### config.mk
export PLATFORM = sky130hd
export DESIGN_NAME = adc_scan_seq
export DESIGN_NICKNAME = d
export VERILOG_FILES = /design/src/rtl/adc_scan_seq.sv
export SDC_FILE = /design/constraint.sdc
export NUM_CORES = 1
export LEC_CHECK = 0
export CORE_MARGIN = 1
export CORE_UTILIZATION = 40
export CTS_BUF_LIST = sky130_fd_sc_hd__clkbuf_8
export CTS_CLUSTER_SIZE = 40
export DETAILED_ROUTE_END_ITERATION = 10
export GPL_TIMING_DRIVEN = 1
export SYNTH_ARGS = -nofsm -noshare
export SYNTH_HDL_FRONTEND = slang
export SYNTH_SLANG_ARGS = --single-unit
### constraint.sdc
create_clock -name clk -period 5.2 [get_ports clk]
set_input_delay 1.04 -clock clk [delete_from_list [all_inputs] [get_ports clk]]
set_output_delay 1.04 -clock clk [all_outputs]
set_load 0.02 [all_outputs]
### src/rtl/adc_scan_seq.sv
`timescale 1ns/1ps
module adc_scan_seq #(
  parameter int NUM_CH  = 8,
  parameter int RES_W   = 10,
  parameter int CLK_DIV = 2,
  parameter int TMO_W   = 8
) (
  input  logic                    clk,
  input  logic                    rst_n,
  input  logic [11:0]             cfg_word,
  input  logic [TMO_W-1:0]        timeout_frames,
  output logic                    sclk,
  output logic                    cs_n,
  output logic                    mosi,
  input  logic                    miso,
  input  logic                    eoc,
  output logic [NUM_CH*RES_W-1:0] res_data,
  output logic [NUM_CH-1:0]       res_valid,
  output logic [NUM_CH-1:0]       res_updated,
  output logic                    cfg_err,
  output logic                    timeout_err
);
  localparam int CHW  = (NUM_CH > 1) ? $clog2(NUM_CH) : 1;
  localparam int DIVW = (CLK_DIV > 1) ? $clog2(CLK_DIV) : 1;
  localparam logic [15:0] WAKE_CMD = 16'hA000;
  localparam logic [15:0] RDBK_CMD = 16'h9000;

  typedef enum logic [2:0] {S_WAKE, S_CFG, S_RDBK, S_CONV, S_WAIT} state_t;
  typedef enum logic [1:0] {P_NONE, P_CFG, P_CONV} pend_t;

  state_t state_q;
  pend_t pend_q;
  logic [CHW-1:0] ch_q, prev_ch_q;
  logic [TMO_W-1:0] dum_q;
  logic seen_low_q, issued_q;
  logic eoc_m_q, eoc_s_q;
  logic [RES_W-1:0] res_q [NUM_CH];

  logic busy_q, sel_q, done_q, sclk_q;
  logic [DIVW-1:0] div_q;
  logic [3:0] bit_q;
  logic [15:0] tx_q, rx_q;

  logic start, start_sel, tick;
  logic [15:0] start_word;

  assign start     = !busy_q && !issued_q;
  assign start_sel = (state_q != S_WAIT);
  assign tick      = busy_q && (div_q == DIVW'(CLK_DIV - 1));
  assign sclk      = sclk_q;
  assign cs_n      = !(busy_q && sel_q);
  assign mosi      = busy_q && tx_q[15];

  always_comb begin
    case (state_q)
      S_WAKE:  start_word = WAKE_CMD;
      S_CFG:   start_word = {4'hA, cfg_word};
      S_RDBK:  start_word = RDBK_CMD;
      S_CONV:  start_word = 16'(ch_q) << 12;
      default: start_word = 16'h0000;
    endcase
  end

  always_ff @(posedge clk or negedge rst_n) begin
    if (!rst_n) begin
      busy_q <= 1'b0; sel_q <= 1'b0; done_q <= 1'b0; sclk_q <= 1'b0;
      div_q <= '0; bit_q <= '0; tx_q <= '0; rx_q <= '0;
    end else begin
      done_q <= 1'b0;
      if (start) begin
        busy_q <= 1'b1; sel_q <= start_sel; tx_q <= start_word;
        bit_q <= '0; div_q <= '0; sclk_q <= 1'b0;
      end else if (busy_q) begin
        if (tick) begin
          div_q <= '0;
          if (!sclk_q) begin
            sclk_q <= 1'b1;
            rx_q <= {rx_q[14:0], miso};
          end else begin
            sclk_q <= 1'b0;
            if (bit_q == 4'd15) begin
              busy_q <= 1'b0;
              done_q <= 1'b1;
            end else begin
              bit_q <= bit_q + 4'd1;
              tx_q <= {tx_q[14:0], 1'b0};
            end
          end
        end else begin
          div_q <= div_q + DIVW'(1);
        end
      end
    end
  end

  always_ff @(posedge clk or negedge rst_n) begin
    if (!rst_n) begin
      eoc_m_q <= 1'b1;
      eoc_s_q <= 1'b1;
    end else begin
      eoc_m_q <= eoc;
      eoc_s_q <= eoc_m_q;
    end
  end

  always_ff @(posedge clk or negedge rst_n) begin
    if (!rst_n) begin
      state_q <= S_WAKE; pend_q <= P_NONE; ch_q <= '0; prev_ch_q <= '0;
      dum_q <= '0; seen_low_q <= 1'b0; issued_q <= 1'b0;
      cfg_err <= 1'b0; timeout_err <= 1'b0;
      res_valid <= '0; res_updated <= '0;
      for (int k = 0; k < NUM_CH; k++) res_q[k] <= '0;
    end else begin
      res_valid <= '0;
      if (start) issued_q <= 1'b1;
      if (state_q == S_WAIT && !eoc_s_q) seen_low_q <= 1'b1;
      if (done_q) begin
        issued_q <= 1'b0;
        case (state_q)
          S_WAKE: state_q <= S_CFG;
          S_CFG:  state_q <= S_RDBK;
          S_RDBK: begin
            pend_q <= P_CFG;
            state_q <= S_CONV;
          end
          S_CONV: begin
            if (pend_q == P_CFG && rx_q[11:0] != cfg_word) cfg_err <= 1'b1;
            if (pend_q == P_CONV) begin
              res_q[prev_ch_q] <= rx_q[15:16-RES_W];
              res_valid[prev_ch_q] <= 1'b1;
              res_updated[prev_ch_q] <= 1'b1;
            end
            pend_q <= P_CONV;
            prev_ch_q <= ch_q;
            ch_q <= (ch_q == CHW'(NUM_CH - 1)) ? '0 : ch_q + CHW'(1);
            dum_q <= '0;
            seen_low_q <= 1'b0;
            state_q <= S_WAIT;
          end
          default: begin
            if (seen_low_q && eoc_s_q) begin
              state_q <= S_CONV;
            end else if ((TMO_W+1)'(dum_q) + 1 >= (TMO_W+1)'(timeout_frames)) begin
              timeout_err <= 1'b1;
              pend_q <= P_NONE;
              state_q <= S_CONV;
            end else begin
              dum_q <= dum_q + TMO_W'(1);
            end
          end
        endcase
      end
    end
  end

  for (genvar k = 0; k < NUM_CH; k++) begin : g_res
    assign res_data[k*RES_W +: RES_W] = res_q[k];
  end
endmodule

## Word-level counts from Yosys, hierarchy flattened

Index checks and enable logic that the tools add are counted.

- Memory bits (read-only): 0
- Register bits after elaboration: 162
- Bits in latches: 0
- Memories: 0
- RAM bits: 0
- Output and inout bits: 101

- Mux-type cells: 51
- Reduce and logical (&&, ||, !) cells: 33
- $lt $le $gt $ge: 5
- Multiply operators: 0
- $add $sub $neg: 5
- Bitwise gates (word level): 8
- Divide/modulo/power cells: 0
- Shift operators: 0
- Equality and inequality tests: 14

Operators by type and width:

| kind | count |
|---|---|
| 80-bit bitwise mux | 1 |
| 16-bit two-way mux | 5 |
| 16-bit case mux with 4 select lines | 1 |
| 8-bit two-way mux | 5 |
| 10-bit demux with 3-bit select | 1 |
| 1-bit two-way mux | 23 |
| 4-bit two-way mux | 5 |
| 4-bit AND reduction | 5 |
| 8-bit case mux with 2 select lines | 1 |
| 12-bit != test | 1 |
| 3-bit case mux with 4 select lines | 1 |
| 10-bit two-way mux | 1 |
| 8-bit by 1-bit adder with 9-bit output, second input constant | 1 |
| 9-bit by 8-bit greater-or-equal comparator with 1-bit output | 1 |
| 1-bit logical AND | 9 |
| 3-bit two-way mux | 3 |
| 8-bit by 1-bit adder with 8-bit output, second input constant | 1 |
| 8-bit bitwise OR | 1 |
| 2-bit nonzero test | 4 |
| 3-bit by 2-bit equality test with 1-bit output, second input constant | 2 |
| 3-bit equality test, second input constant | 2 |
| 1-bit inverter | 6 |
| 2-bit case mux with 3 select lines | 1 |
| 2-bit AND reduction | 3 |
| 26 further kinds | 32 |

## Depth between registers and ports, before layout

Gate-level depths: netlist (run 1).

- Depth in word-level cells: 7
- Mapped depth: 10
- Mapped depth without buffers: 10

## Least setup slack after synthesis (run 1)

Ideal clock, no wire load.

- Path kind: input to register
- Start: input timeout_frames[4]
- End: register dum_q[5]
- Cell stages on the path: 7
- Setup slack: 2.495 ns
- Setup time: 0.101 ns
- Arrival time: 2.604 ns
- Cell sequence: inv_1 > ha_1 > a211oi_1 > nand2_1 > a2111oi_2 > nand2_1 > o32ai_1

- Cells in the longest elaborated chain, start to end: 3

Ends and longest elaborated chain:

| element | RTL line | RTL |
|---|---|---|
| start, declared | 11 | `input logic [TMO_W-1:0] timeout_frames,` |
| 9-bit by 8-bit greater-or-equal comparator with 1-bit output | 143 | `end else if ((TMO_W+1)'(dum_q) + 1 >= (TMO_W+1)'(timeout_frames)) begin` |
| 2-bit by 1-bit != test with 1-bit output (no line) | - |  |
| 4-bit AND reduction (no line) | - |  |
| end signal, assigned | 148 | `dum_q <= dum_q + TMO_W'(1);` |
| end, declared | 34 | `logic [TMO_W-1:0] dum_q;` |

No other way between the ends.
A chain may end at the register's enable or synchronous reset.

## Worst setup path in the final report (run 1)

- Start: register dum_q[0]
- End: register dum_q[5]

- Cells in the longest elaborated chain, start to end: 4

Ends and longest elaborated chain:

| element | RTL line |
|---|---|
| 8-bit by 1-bit adder with 9-bit output or 8-bit by 1-bit adder with 8-bit output (tied branches) | 143, 148 |
| 9-bit by 8-bit greater-or-equal comparator with 1-bit output or 8-bit two-way mux (tied branches) | 143 |
| 2-bit by 1-bit != test with 1-bit output (no line) or 8-bit two-way mux (tied branches) | - |
| 4-bit AND reduction (no line) or 8-bit case mux with 2 select lines (tied branches) | - |

Parallel ways exist; a longest one is shown, timed or not. The select of a mux whose other input is x is not followed.

==> metrics.md, run 1 <==
| Metric | Value |
|---|---|
| Synth warn | 0 |
| Synthesized area | slightly below 7000 sq um |
| Critical path class | register to register |
| H-tree depth | 4 |
| Leak | about 4.1 nW |
| Synth area leaders | dfrtp_1 58%, mux2_2 16%, nand2_1 3.1% |
| Largest area contributor in the netlist | dfrtp_1 |
| Worst clock skew | between 0.01 and 0.015 ns |
| First-pass GRT wire length | ~25 mm |
| Aggregate global routing overflow | 0 |
| Placer Congestion | between 0.8 and 0.9 |
| 1st-pass router iterations | 4 |
| Via Count | approximately 4700 |
| Routed Antenna Nets | 0 |
| Antenna Cells | 0 |
| Hold WC Path Type | register to register |
| Delay-heaviest family, CP | compound AO/OA/AOI/OAI gates |
| WL/cell | around 17 um |
| Hold endpoint | eoc_s_q |
| Post-synth EDFFs | 0 |
| Synth unique cells | 57 |
| Fillers | 1495 |
| Layout Nets | slightly above 700 |
| Final Power | between 2 and 2.5 mW |
| CTS tree | done |
| Max Slew Vio Count | 0 |
| Initial antenna violation count | 0 |
| Hold WS | between 0.3 and 0.4 ns |
| Reg2reg setup slack | 2.07 ns |
| Port Buffers | 124 |
| WHS Path Cells | 0 |
| Die Span Y | 133 um |
| Overall routing resource usage | 0.186 |
| DR vias/cell | ~5 |
| Num CTS Buffers | 17 |
| Most frequent cell after synthesis | dfrtp_1 |
| Maximum root-to-sink buffer count | 2 |
| Largest net degree at the start of global routing | between 60 and 70 |
| Worst path cell trace | ha_1 -> nand3_1 -> or3_1 -> nand2_1 -> ha_1 -> o21ai_0 -> nor2_1 -> a2111oi_2 -> nand2_1 -> o32ai_1 |
| Max Cap Viol | 0 |
| Critical-path maximum fanout | 6 |
| Hold_buf cts | 0 |
| Asr flop ratio synth | 1.00 |
| Clock Pin Slew Worst Setup and Hold Paths | roughly 0.09 ns |
| Worst EP arrival | 3.48 ns |
| #FFs+latches synth | around 160 |
| HPWL after detailed placement | about 11 mm |
| Synth Area per Inst | about 12 sq um |
| Period utilisation layout | 0.603 |
| R2r worst-path depth | 10 |
| Hold_sp | eoc_m_q |
| CP endpoint kind | register |
| Outcome | finished clean |
| Slew of the pin with the lowest slew margin | about 0.86 ns |
| RSZ-0062 raised after global routing | no |
| Synth top area share | 0.582 |
| Peak VDD IR | approximately 0.00015 V |
| Max Clock Freq | between 300 and 400 MHz |
| Post-CTS sizing | 0 |
| Row count | 47 |
| P per Cell Area | 262 nW/um^2 |
| Crit path from | dum_q[0] |
| Drc violations | 0 |
| Starting density of the core | 0.412 |
| TNS Setup | 0 ns |
| Die area | 17700 sq um |
| Reg2Reg Launch Point | dum_q[0] |
| Latest clock arrival within the worst-skew pair | 0.45 ns |
| Synthesis-to-layout area growth | 26.0% |
| Die W | 133 um |
| Critical path launch point type | register |
| Final setup viols | 0 |
| Layout cells sized above 1 | 0.217 |
| RR Endpoint | dum_q[5] |
| CTS sink cnt | 162 |
| Synth top cells by count | 160 x dfrtp_1, 97 x mux2_2, 56 x nand2_1 |
| Root Buffer | clkbuf_8 |
| Cells after synthesis | ~560 |
| Mapped Nets | 593 |
| WP buf/inv | 0 |
| Utilization after layout | 0.519 |
| Required @ worst endpoint | around 5.6 ns |
| Final Hold Viols | 0 |
| Part of the Yosys area used for sequential elements | 0.590 |
| Routed WL | around 16 mm |
| Crit-path slowest cell | a2111oi_2 |
| Post-CTS Setup Inserts | 0 |
| Io pins | between 100 and 150 |
| Slew margin rel. | 0.425 |
| Initial DRC count | 267 |
| Vias in the first global route | roughly 4800 |
| Core area | roughly 17000 sq um |
| Post-synth top flop | dfrtp_1 |
| CP peak stage delay | roughly 0.6 ns |
| Period minus WS final | approximately 3.1 ns |
[logic make-up (layout without fill, tap and decap cells)]
logic type | Yosys count | in the layout | share of synthesized area
multiplexers | 99 | 99 | 0.162
buffers and inverters | 50 | 179 | 0.0311
AND/OR/NAND/NOR | 141 | 141 | 0.105
adder cells (fa/ha/maj) | 12 | 12 | 0.0218
XOR/XNOR | 20 | 20 | 0.0255
AO/OA/AOI/OAI | 73 | 73 | 0.0649
flip-flops | 162 | 162 | 0.590
[power by group]
part	internal (mW)	total (mW)	switching, mW
Clock	0.432	0.920	0.488
Combinational	0.0293	0.0717	0.0423
Sequential	1.26	1.28	0.0136
Total	1.73	2.27	0.544
[layer usage]
layer / track usage / part of all wire / wire [um] / vias to the layer above
met4: 0.0713 / 0.020 / 306 / 0
met2: 0.303 / 0.48 / 7520 / 107
li1: - / - / - / 2162
met1: 0.238 / 0.45 / 6980 / 2375
met5: 0 / 0 / 0 / -
met3: 0.0476 / 0.050 / 787 / 20
[state kept, by name, summed over array words and instances, names as in the netlist, 2 cells and up]
name,cells
rx_q,16
prev_ch_q,3
ch_q,3
state_q,3
res_data,80
dum_q,8
pend_q,2
tx_q,16
res_valid,8
bit_q,4
res_updated,8
[per-stage QoR]
step                cells  cell area [sq um]  worst slack, ns
finish                906               8670             2.07
global route          906               8670             1.78
CTS                   906               8670             2.05
detailed placement    874               8280             1.71
global placement      874               8280             1.82
floorplan             557               6880             2.50
[worst max path at each step]
stage / to / slack (ns) / depth (start not counted)
after floorplan: dum_q[5] / 2.50 / 7
after global placement: dum_q[5] / 1.82 / 8
after detailed placement: dum_q[5] / 1.71 / 8
after CTS: dum_q[5] / 2.05 / 10
after global routing: dum_q[5] / 1.78 / 10
final: dum_q[5] / 2.07 / 10
[placed cells by master, fill, tap and decap left out, types with 3 or more instances in the layout]
master	n
or2_2	8
inv_1	23
clkbuf_8	17
o21ai_0	25
xnor2_1	5
nand2_1	56
or3_1	3
xor2_1	15
a31oi_1	5
nand2b_1	8
a32oi_1	3
nor2_1	28
mux2_2	97
nand3_1	11
dfrtp_1	160
a21oi_1	22
ha_1	12
clkinv_4	3
clkdlybuf4s50_1	123
nor4_1	6
[cell type report]
cell class / count / area [sq um] / share of cell area
sequential: 162 / 4060 / 0.468
multi-input combinational: 345 / 2610 / 0.301
timing repair buffer: 126 / 1260 / 0.145
tap: 220 / 275 / 0.0318
clock buffer: 17 / 234 / 0.0270
clock inverter: 15 / 159 / 0.0183
inverter: 21 / 78.8 / 0.00909
[worst register-to-register path, cell delays in order (launching register included)]
cell and delay [ns]:
dfrtp_1 0.43, ha_1 0.23, nand3_1 0.21, or3_1 0.43, nand2_1 0.09, ha_1 0.23, o21ai_0 0.16, nor2_1 0.12
a2111oi_2 0.60, nand2_1 0.21, o32ai_1 0.31
Note: power is estimated with default switching activity, not from simulation.
==> run 2: changes to the inputs <==
==> constraint.sdc (replaced) <==
create_clock -name clk -period 3.1 [get_ports clk]
set_input_delay 0.62 -clock clk [delete_from_list [all_inputs] [get_ports clk]]
set_output_delay 0.62 -clock clk [all_outputs]
set_load 0.02 [all_outputs]
==> run 2 against run 1 <==
Against the previous run: first-iteration DRC count shrank 30%; sequential share of layout area fell by 0.69 points; register-to-register slack worse by 1.8 ns; power rose by 76%; non-clock buffer count grew 8; worst setup slack got worse by 1.8 ns; cell count rose by 0.88%; die area unchanged; clock power up 87%; sequential cell count unchanged.
==> metrics.md, run 2 (same netlist as run 1, synthesis figures left out) <==
| Metric | Value |
|---|---|
| Die W | roughly 130 um |
| Vias in the first global route | ~4700 |
| Peak VDD IR | between 0.0002 and 0.0003 V |
| Slew of the pin with the lowest slew margin | about 0.8 ns |
| Post-CTS Setup Inserts | 0 |
| Worst path cell trace | ha_1 -> nand3_1 -> or3_1 -> nand2_1 -> ha_1 -> o21ai_0 -> nor2_1 -> a211o_1 -> o22ai_1 -> o21ai_0 |
| Worst EP arrival | between 3 and 4 ns |
| Period minus WS final | approximately 2.8 ns |
| Aggregate global routing overflow | 0 |
| Starting density of the core | 0.412 |
| Hold_buf cts | 0 |
| Post-layout instance area | 8800 sq um |
| Worst clock skew | 0.0103 ns |
| Maximum root-to-sink buffer count | 2 |
| Die area | ~18000 sq um |
| Max reg flops | 80 |
| Largest net degree at the start of global routing | between 70 and 80 |
| Critical-path maximum fanout | 5 |
| Max Clock Freq | 356 MHz |
| Required @ worst endpoint | 3.42 ns |
| Io pins | about 130 |
| Routed WL | ~15 mm |
| Clock Pin Slew Worst Setup and Hold Paths | roughly 0.090 ns |
| Dpl cell area | between 8000 and 9000 sq um |
| Initial DRC count | around 190 |
| Max Slew Vio Count | 0 |
| Layout Nets | between 700 and 800 |
| Crit-path slowest cell | or3_1 |
| Post-CTS sizing | 0 |
| P per Cell Area | around 450 nW/um^2 |
| Critical path launch point type | register |
| Period utilisation layout | 0.906 |
| Critical path class | register to register |
| Final setup viols | 0 |
| CTS tree | done |
| RSZ-0062 raised after global routing | no |
| WL/cell | about 17 um |
| Max Cap Viol | 0 |
| Overall routing resource usage | 0.182 |
| Die Span Y | approximately 130 um |
| Initial antenna violation count | 0 |
| Leak | approximately 4.2 nW |
| Row count | 47 |
| Antenna Cells | 0 |
| Num CTS Buffers | 17 |
| CP peak stage delay | between 0.4 and 0.5 ns |
| HPWL after detailed placement | roughly 11 mm |
| DR vias/cell | 5.07 |
| Final Hold Viols | 0 |
| Hold WC Path Type | input pin to asynchronous set/reset pin |
| First-pass GRT wire length | ~25 mm |
| 1st-pass router iterations | 4 |
| Port Buffers | roughly 120 |
| H-tree depth | 4 |
| Routed Antenna Nets | 0 |
| Slew margin rel. | 0.451 |
| Core area | between 15000 and 20000 sq um |
| Most frequent cells in the layout | 160 x dfrtp_1, 123 x clkdlybuf4s50_1, 97 x mux2_2 |
| CTS sink cnt | between 150 and 200 |
| Final Power | between 3 and 4 mW |
| Layout cells sized above 1 | 0.229 |
| Drc violations | 0 |
| Placer Congestion | 0.838 |
| Via Count | approximately 4600 |
| Synthesis-to-layout area growth | 27.9% |
| CP endpoint kind | register |
| TNS Setup | 0 ns |
| Root Buffer | clkbuf_8 |
| Latest clock arrival within the worst-skew pair | approximately 0.45 ns |
| Commonest non-fill, non-tap cell in the layout | dfrtp_1 |
| Outcome | finished clean |
-- run 2: routing by layer --
| layer | part of all wire | routed length, um | global-route usage | up-vias |
|---|---|---|---|---|
| li1 | - | - | - | 2166 |
| met1 | 0.45 | 6910 | 0.235 | 2353 |
| met2 | 0.49 | 7510 | 0.296 | 99 |
| met3 | 0.050 | 778 | 0.0521 | 15 |
| met4 | 0.018 | 284 | 0.0625 | 0 |
| met5 | 0 | 0 | 0 | - |
-- run 2: final timing paths --
kind | from | endpoint | slack, ns | cells after the start
worst min-delay path | rst_n | dum_q[2] | 0.17 | 1
min in group clk | eoc_m_q | eoc_s_q | 0.36 | 0
worst max register to register | dum_q[0] | dum_q[1] | 0.29 | 10
worst max-delay path | dum_q[0] | dum_q[1] | 0.29 | 10
worst min register to register | eoc_m_q | eoc_s_q | 0.36 | 0
max in group asynchronous | rst_n | res_data[70] | 2.18 | 2
-- run 2: power breakdown --
part           switching, mW  internal [mW]
Clock                  0.810          0.914
Sequential            0.0222           2.12
Combinational         0.0715         0.0519
-- run 2: area by class of cell --
type / instances / area [sq um]
Fill cell: 1484 / 7900
Sequential cell: 162 / 4060
Multi-Input combinational cell: 345 / 2610
Timing Repair Buffer: 134 / 1330
Tap cell: 220 / 275
Clock buffer: 18 / 248
Clock inverter: 14 / 201
Inverter: 21 / 78.8
-- run 2: through the flow --
stage / hold slack, ns / utilization / std cells / setup WS, ns
2_1_floorplan: 0.324 / - / 557 / 0.508
3_3_place_gp: 0.347 / 0.500 / 882 / 0.314
3_5_place_dp: 0.350 / 0.500 / 882 / 0.289
4_1_cts: 0.206 / 0.527 / 914 / 0.306
5_1_grt: 0.212 / 0.527 / 914 / 0.0309
6_report: 0.171 / 0.527 / 914 / 0.292
-- run 2: worst max-delay path: cells and delay by family (launching register included) --
family	cells	cell delay (ns)
simple gates	4	0.81
compound gates	4	1.02
flops	1	0.40
fa+ha+maj	2	0.44
==> run 3: changes to the inputs <==
--- a/config.mk
+++ b/config.mk
@@ -5,11 +5,13 @@
 export SDC_FILE = /design/constraint.sdc
 export NUM_CORES = 1
 export LEC_CHECK = 0
+export CAP_MARGIN = 25
 export CORE_MARGIN = 1
 export CORE_UTILIZATION = 40
 export CTS_BUF_LIST = sky130_fd_sc_hd__clkbuf_8
 export CTS_CLUSTER_SIZE = 40
 export DETAILED_ROUTE_END_ITERATION = 10
+export DONT_BUFFER_PORTS = 1
 export GPL_TIMING_DRIVEN = 1
 export SYNTH_ARGS = -nofsm -noshare
 export SYNTH_HDL_FRONTEND = slang
==> run 3 against run 2 <==
Against the previous run: the run now ends with negative hold slack left; utilization down 7.8 points; hold slack got worse by 0.30 ns; fmax grew 0.42%; clock power fell by 4%; via count decreased by 11%; first-iteration DRC count is 5.3% higher; global-route usage decreased by 0.90 points; sequential cell count unchanged; largest power group unchanged.
==> metrics.md, run 3 (same netlist as run 1, synthesis figures left out) <==
| Metric | Value |
|---|---|
| Period utilisation layout | 0.902 |
| RR Endpoint | dum_q[7] |
| Internal power | around 3 mW |
| Vias in the first global route | roughly 4200 |
| Die Span Y | roughly 130 um |
| Slew margin rel. | 0.453 |
| Maximum root-to-sink buffer count | 2 |
| Clock group share of total power | 0.429 |
| Die area | about 18000 sq um |
| TNS Setup | 0 ns |
| Latest clock arrival within the worst-skew pair | 0.45 ns |
| Critical path launch point type | register |
| R2r worst-path depth | 10 |
| Flop pwr share | 0.559 |
| Hold WS | -0.134 ns |
| Seq. cell area | ~4100 sq um |
| Io pins | about 130 |
| Failing checks | negative hold slack |
| Num CTS Buffers | 17 |
| Max Cap Viol | 0 |
| Root Buffer | clkbuf_8 |
| Aggregate global routing overflow | 0 |
| Gate power share | 0.012 |
| Required @ worst endpoint | roughly 3.4 ns |
| DR vias/cell | approximately 5.2 |
| Initial DRC count | roughly 200 |
| Layout Nets | 590 |
| Core area | 16700 sq um |
| P per Cell Area | approximately 510 nW/um^2 |
| CTS tree | done |
| Critical path class | register to register |
| Final setup viols | 0 |
| Die W | approximately 130 um |
| Fillers | ~1600 |
| Starting density of the core | 0.412 |
| Reg2Reg Launch Point | dum_q[0] |
| Clock Pin Slew Worst Setup and Hold Paths | approximately 0.080 ns |
| CTS sink cnt | approximately 160 |
| Initial antenna violation count | 0 |
| Period minus WS final | roughly 2.8 ns |
| Sw power | roughly 0.8 mW |
| Layout cells sized above 1 | 0.272 |
| Placer Congestion | just over 0.8 |
| First-pass GRT wire length | 23.7 mm |
| Final Hold Viols | 160 |
| Worst EP arrival | about 3.1 ns |
| WL/cell | ~18 um |
| Critical-path maximum fanout | 8 |
| Max Clock Freq | 358 MHz |
| Outcome | finished with violations |
| Peak VDD IR | ~0.00030 V |
| Synthesis-to-layout area growth | 9.06% |
| Antenna Cells | 0 |
| Drc violations | 0 |
| Slew of the pin with the lowest slew margin | approximately 0.82 ns |
| Routed Antenna Nets | 0 |
| Multi-input logic area | 2620 sq um |
| H-tree depth | 4 |
| Commonest non-fill, non-tap cell in the layout | dfrtp_1 |
| Max Slew Vio Count | 0 |
| RSZ-0062 raised after global routing | no |
| Worst clock skew | ~0.016 ns |
| Routed WL | 14.5 mm |
| Via Count | between 4000 and 5000 |
| Leak | between 3 and 4 nW |
| Port Buffers | 0 |
| Most frequent cells in the layout | 160 x dfrtp_1, 97 x mux2_2, 56 x nand2_1 |
| CP endpoint kind | register |
| HPWL after detailed placement | 9.92 mm |
| Setup slack at placement | about 0.29 ns |
| Row count | between 40 and 50 |
| Largest net degree at the start of global routing | 163 |
| Fin worst setup slack | 0.304 ns |
| Hold WC Path Type | input pin to asynchronous set/reset pin |
| Max reg flops | 80 |
| Net Sw Frac | 0.213 |
| 1st-pass router iterations | 4 |
| Overall routing resource usage | 0.173 |
| Reg2reg setup slack | ~0.30 ns |
==> run 3: worst max-delay path by stage <==
| stage | from | end | slack, ns |
|---|---|---|---|
| finish | dum_q[0] | dum_q[7] | 0.30 |
| global route | dum_q[1] | dum_q[1] | 0.03 |
| CTS | dum_q[0] | dum_q[7] | 0.28 |
| detailed placement | dum_q[0] | dum_q[7] | 0.29 |
| global placement | dum_q[0] | dum_q[1] | 0.40 |
| floorplan | dum_q[0] | dum_q[5] | 0.51 |
==> run 3: metrics by stage <==
step	cells	hold slack (ns)	cell area, sq um	total power [mW]	util
final	786	-0.134	7500	3.84	0.449
after global routing	786	-0.189	7500	3.98	0.449
after CTS	786	-0.167	7500	3.89	0.449
after detailed placement	755	0.327	7070	2.23	0.423
after global placement	755	0.330	7070	2.23	0.423
after floorplan	557	0.324	6880	2.22	-
==> run 3: cell type report <==
| class | instances | area share |
|---|---|---|
| clock buffers | 17 | 0.0312 |
| clock inverters | 14 | 0.0254 |
| inverters | 21 | 0.0105 |
| multi-input cells | 345 | 0.349 |
| flip-flops and latches | 162 | 0.541 |
| well taps | 220 | 0.0367 |
| repair buffers | 7 | 0.00700 |
==> run 3: routing by layer <==
metal / track usage / vias up / share of wire
met4: 0.0467 / 0 / 0.0098
li1: - / 1911 / -
met2: 0.275 / 94 / 0.48
met3: 0.0639 / 10 / 0.065
met1: 0.224 / 2103 / 0.44
met5: 0 / - / 0
==> run 3: repair_timing <==
| item | in CTS | in global routing |
|---|---|---|
| buffers inserted | 0 | 0 |
| gates resized for setup | 0 | 1 |
| endpoints found under the setup margin | 0 | 2 |
| hold endpoints to repair | 160 | 162 |
==> run 3: power by group through the flow <==
stage | clock network (mW) | registers (mW) | logic, mW
2_1_floorplan | 0 | 2.17 | 0.0456
3_3_place_gp | 0 | 2.19 | 0.0425
3_5_place_dp | 0 | 2.19 | 0.0438
4_1_cts | 1.70 | 2.15 | 0.0442
5_1_grt | 1.78 | 2.15 | 0.0522
6_report | 1.65 | 2.14 | 0.0451
==> run 3: critical path, cell delays in order (launching register included) <==
cell and delay, ns:
dfrtp_1 0.40, ha_1 0.22, nand3_1 0.19, or3_1 0.41, nand2_1 0.08, ha_1 0.18
o21ai_0 0.10, nor2_1 0.28, o2111ai_1 0.39, a32oi_1 0.31, o21ai_0 0.11
